==> config.mk <==
export PLATFORM = sky130hd
export DESIGN_NAME = pgood_supervisor
export DESIGN_NICKNAME = d
export VERILOG_FILES = /design/src/rtl/pgood_supervisor.sv
export SDC_FILE = /design/constraint.sdc
export NUM_CORES = 1
export LEC_CHECK = 0
export CAP_MARGIN = 20
export CORE_MARGIN = 8
export CORE_UTILIZATION = 53
export DETAILED_ROUTE_END_ITERATION = 10
export DONT_BUFFER_PORTS = 1
export GPL_TIMING_DRIVEN = 0
export HOLD_SLACK_MARGIN = 0.02
export PLACE_DENSITY = 0.79
export SKIP_CTS_REPAIR_TIMING = 1
export SLEW_MARGIN = 5
export SYNTH_ARGS = -nofsm -noshare
export SYNTH_HDL_FRONTEND = slang
export SYNTH_SLANG_ARGS = --single-unit
export TNS_END_PERCENT = 5
==> constraint.sdc <==
create_clock -name clk -period 1.49 [get_ports clk]
set_input_delay 0.298 -clock clk [delete_from_list [all_inputs] [get_ports clk]]
set_output_delay 0.298 -clock clk [all_outputs]
set_load 0.05 [all_outputs]
==> src/rtl/pgood_supervisor.sv <==
module pgood_supervisor #(
  parameter int CLK_KHZ     = 200_000,
  parameter int DEGLITCH_NS = 25_000
) (
  input  logic clk,
  input  logic rst_n,
  input  logic under_flag,
  input  logic over_flag,
  input  logic run_enable,
  input  logic softstart_busy,
  output logic pg_pulldown
);
  localparam longint PROD    = longint'(CLK_KHZ) * longint'(DEGLITCH_NS);
  localparam int     RAW_DG  = int'(PROD / 64'd1_000_000);
  localparam int     DG_LEN  = (RAW_DG < 1) ? 1 : RAW_DG;
  localparam int     CW      = $clog2(DG_LEN + 1);
  localparam logic [CW-1:0] LAST = CW'(DG_LEN - 1);

  logic          in_window, force_low, good_q;
  logic [CW-1:0] cnt_q;

  assign in_window = ~under_flag & ~over_flag;
  assign force_low = ~run_enable | softstart_busy;
  assign pg_pulldown = force_low | ~good_q;

  always_ff @(posedge clk or negedge rst_n) begin
    if (!rst_n) begin
      good_q <= 1'b0;
      cnt_q  <= '0;
    end else if (force_low) begin
      good_q <= 1'b0;
      cnt_q  <= '0;
    end else if (in_window == good_q) begin
      cnt_q  <= '0;
    end else if (cnt_q == LAST) begin
      good_q <= in_window;
      cnt_q  <= '0;
    end else begin
      cnt_q  <= cnt_q + 1'b1;
    end
  end

  assert_cnt_bound_R9: assert property (@(posedge clk) disable iff (!rst_n)
    cnt_q <= LAST);

  assert_force_clears_R8: assert property (@(posedge clk) disable iff (!rst_n)
    force_low |=> !good_q);

  assert_rise_needs_window_R4: assert property (@(posedge clk) disable iff (!rst_n)
    $rose(good_q) |-> $past(in_window) && $past(cnt_q) == LAST);

  assert_fall_filtered_R5: assert property (@(posedge clk) disable iff (!rst_n)
    ($fell(good_q) && !$past(force_low)) |-> (!$past(in_window) && $past(cnt_q) == LAST));

  assert_count_only_on_mismatch_R5: assert property (@(posedge clk) disable iff (!rst_n)
    (cnt_q != '0) |-> ($past(in_window) != $past(good_q)) && !$past(force_low));

  assert_forced_output_R6: assert property (@(posedge clk) disable iff (!rst_n)
    !run_enable |-> pg_pulldown);

  assert_forced_output_R7: assert property (@(posedge clk) disable iff (!rst_n)
    softstart_busy |-> pg_pulldown);
endmodule

==> metrics.cfg <==
[status]
status = finished with violations
violations = negative setup slack

[synthesis]
syn-num-nets = 80
synth.area.mux_share = 0
yosys_warnings = 0
synth_top_family_by_area = simple AND/OR/NAND/NOR gates
syn_area_sq_um = 734.5
avgSynthCellArea_sq_um = 10.06
synthAdderAreaFrac = 0.01704
yosysTopAreaCell = dfrtp_1
synth_seq_cells = 14
syn_inst = 73
synth_xor_area_frac = 0.03578
synth-compound-area-share = 0.1874
synth_top_area_share = 0.4770
synth_cell_types = 24
synthSimpleGateAreaFrac = 0.2606
yosysSeqAreaShare = 0.4770
synthTopCellsByArea = dfrtp_1 48%, a211oi_1 8.2%, o31ai_1 5.1%

[sta]
post-route-period-util = 1.121
setup_viol = 12
setup_ws_ps = -180.4
max_freq_mhz = 598.7
rsz0062_at_grt = true
skew_ps = 6.566
final_hold_viol_count = 0
finalMaxSlewViolations = 0
min_period_ps = 1670
worst-slew-pin-transition_ps = 625.5
max-slew-margin-rel = 0.5816

[critical_path]
endpoint_kind = flop
cp_data_required_time_ps = 1710
cp_data_arrival_time_ps = 1890
path_class = flop to flop
crit_fanout = 3
critical_path.startpoint = cnt_q[3]$_DFF_PN0_
regToRegStartpoint = cnt_q[3]$_DFF_PN0_
start_kind = flop
reg2reg_depth = 3

[final_layout]
fin_util = 0.6990
diodes = 0
fillers = 99
area_delta_synth_final_pct = 23.85
drive_gt1_frac = 0.2791
finalNonFillerCells = 101
final_cell_area_sq_um = 909.6
final_nets = 94

[global_route]
met1_usage = 0.1478
busiest_layer = met2
use_met2 = 0.2148
gr-usage-met3 = 0.03361
grt_pass1_wl_um = 2718
grt_max_degree = 15
grt_pass1_vias = 629
gr-total-overflow = 0
track_usage = 0.1310
antenna_found_initial = 0

[route]
drtAntennaViolNets = 0
vias = 680
wl_um = 1906
wl_per_cell_um = 18.87
drtIter0Drc = 34
vias_per_cell = 6.733
first_pass_iters = 4
drc = 0

[clock_network]
clock_latency_ps = 280
htree_levels = 1
path_clk_slew_ps = 90
root_buffer = clkbuf_4
cts_tree = done
cts.sinks = 14
cts_buffers = 3
clockBufferDepth = 2

[die]
rows = 13
core_area_sq_mm = 0.001301
die_x_um = 53.23
ios = 7
fp.dieArea_sq_mm = 0.002833
die_y_um = 53.23
initial_core_util = 0.5644

[power_and_ir_drop]
cellLeakagePower_nw = 0.3293
power_density_mw_per_mm2 = 747.1
finalPower_uw = 679.6
peakVddDrop_mv = 0.5020

[placed_design]
place_hpwl_um = 1112
gp_congestion = 0.8051
port_buffers = 0
placed_cells = 88
post-place-ws_ps = -309.1
placed_cell_area_sq_um = 760.7

[min_path]
hp-start = softstart_busy
min_path_cells = 2
min_path_type = input port to flop

[job]
drv_cap = 0

-- final timing paths --
path                                       endpoint  slack (ps)
worst max-delay path             good_q$_DFFE_PN0P_        -180
worst min-delay path             good_q$_DFFE_PN0P_         210
worst max register to register   good_q$_DFFE_PN0P_        -180
worst min register to register   cnt_q[0]$_DFF_PN0_         580
max in group asynchronous        cnt_q[3]$_DFF_PN0_         580
min in group asynchronous       cnt_q[11]$_DFF_PN0_         460
-- logic make-up after synthesis --
family                     count (synthesis)
and+or+nand+nor                           31
DFF                                       14
buffers and inverters                      4
adders and majority gates                  1
AOI/OAI and AO/OA                         20
xor gates and xnor gates                   3
-- per-stage QoR --
step	setup TNS (ps)	hold slack (ps)
2_1_floorplan	-178.4	2.409
3_3_place_gp	-2013	2.728
3_5_place_dp	-2383	2.697
4_1_cts	-2553	-301.1
5_1_grt	-1941	196.2
6_report	-1368	207.8
-- placed cells by master (no fill, tap or decap), types with 2 or more instances in the layout --
cell type  instances
a211oi_1           6
or3_1              4
a211oi_2           2
nand4_1            4
dfrtp_2            2
buf_4              8
o31ai_1            5
clkbuf_4           3
dfrtp_1           12
nand2_1            3
xnor2_1            2
nor3_1             4
inv_1              2
o21ai_0            4
or4_1              5
or4b_4             2
nand3_1            3
-- critical path, cell delays in order, from the launching register on --
cell	delay (ps)
dfrtp_2	420
or4b_4	570
or4_1	490
a21boi_1	130
-- power by group --
| group | leakage [nW] | total, mW | internal, mW | switching (mW) |
|---|---|---|---|---|
| clock | 0.0210 | 0.278 | 0.149 | 0.129 |
| combinational | 0.116 | 0.0206 | 0.00745 | 0.0132 |
| sequential | 0.192 | 0.381 | 0.380 | 0.000692 |
| total | 0.329 | 0.680 | 0.537 | 0.143 |
-- state kept, by name (all words and copies together), names as in the netlist --
register,count
cnt_q,13
good_q,1
-- metal layers --
| layer | up-vias | share of wire |
|---|---|---|
| li1 | 317 | - |
| met1 | 333 | 0.43 |
| met4 | 0 | 0.014 |
| met5 | - | 0 |
| met2 | 26 | 0.50 |
| met3 | 4 | 0.064 |
-- layout make-up --
type                            count  area [sq um]  share of cell area
Buffer                              2         16.27             0.01788
Tap cell                           15         18.77             0.02063
Inverter                            2         7.507            0.008253
Timing Repair Buffer                9         70.07             0.07703
Sequential cell                    14         352.8              0.3879
Multi-Input combinational cell     55         407.9              0.4484
Clock buffer                        4         36.28             0.03989
-- cell usage after synthesis --
library cell and instances:
inv_1 2, nor2_1 1, buf_2 1, o21a_1 1, nand2_1 3, or3_1 4
a211oi_1 8, nor3b_1 1, a21boi_1 1, or4_1 5, o31ai_1 5, ha_1 1
clkbuf_1 1, or4b_1 1, o21ai_0 5, or2_2 1, nor2b_1 1, or4b_4 1
nor3_1 5, xor2_1 1, dfrtp_1 14, nand4_1 4, nand3_1 4, xnor2_1 2
Power figures use the tool's default switching activity.
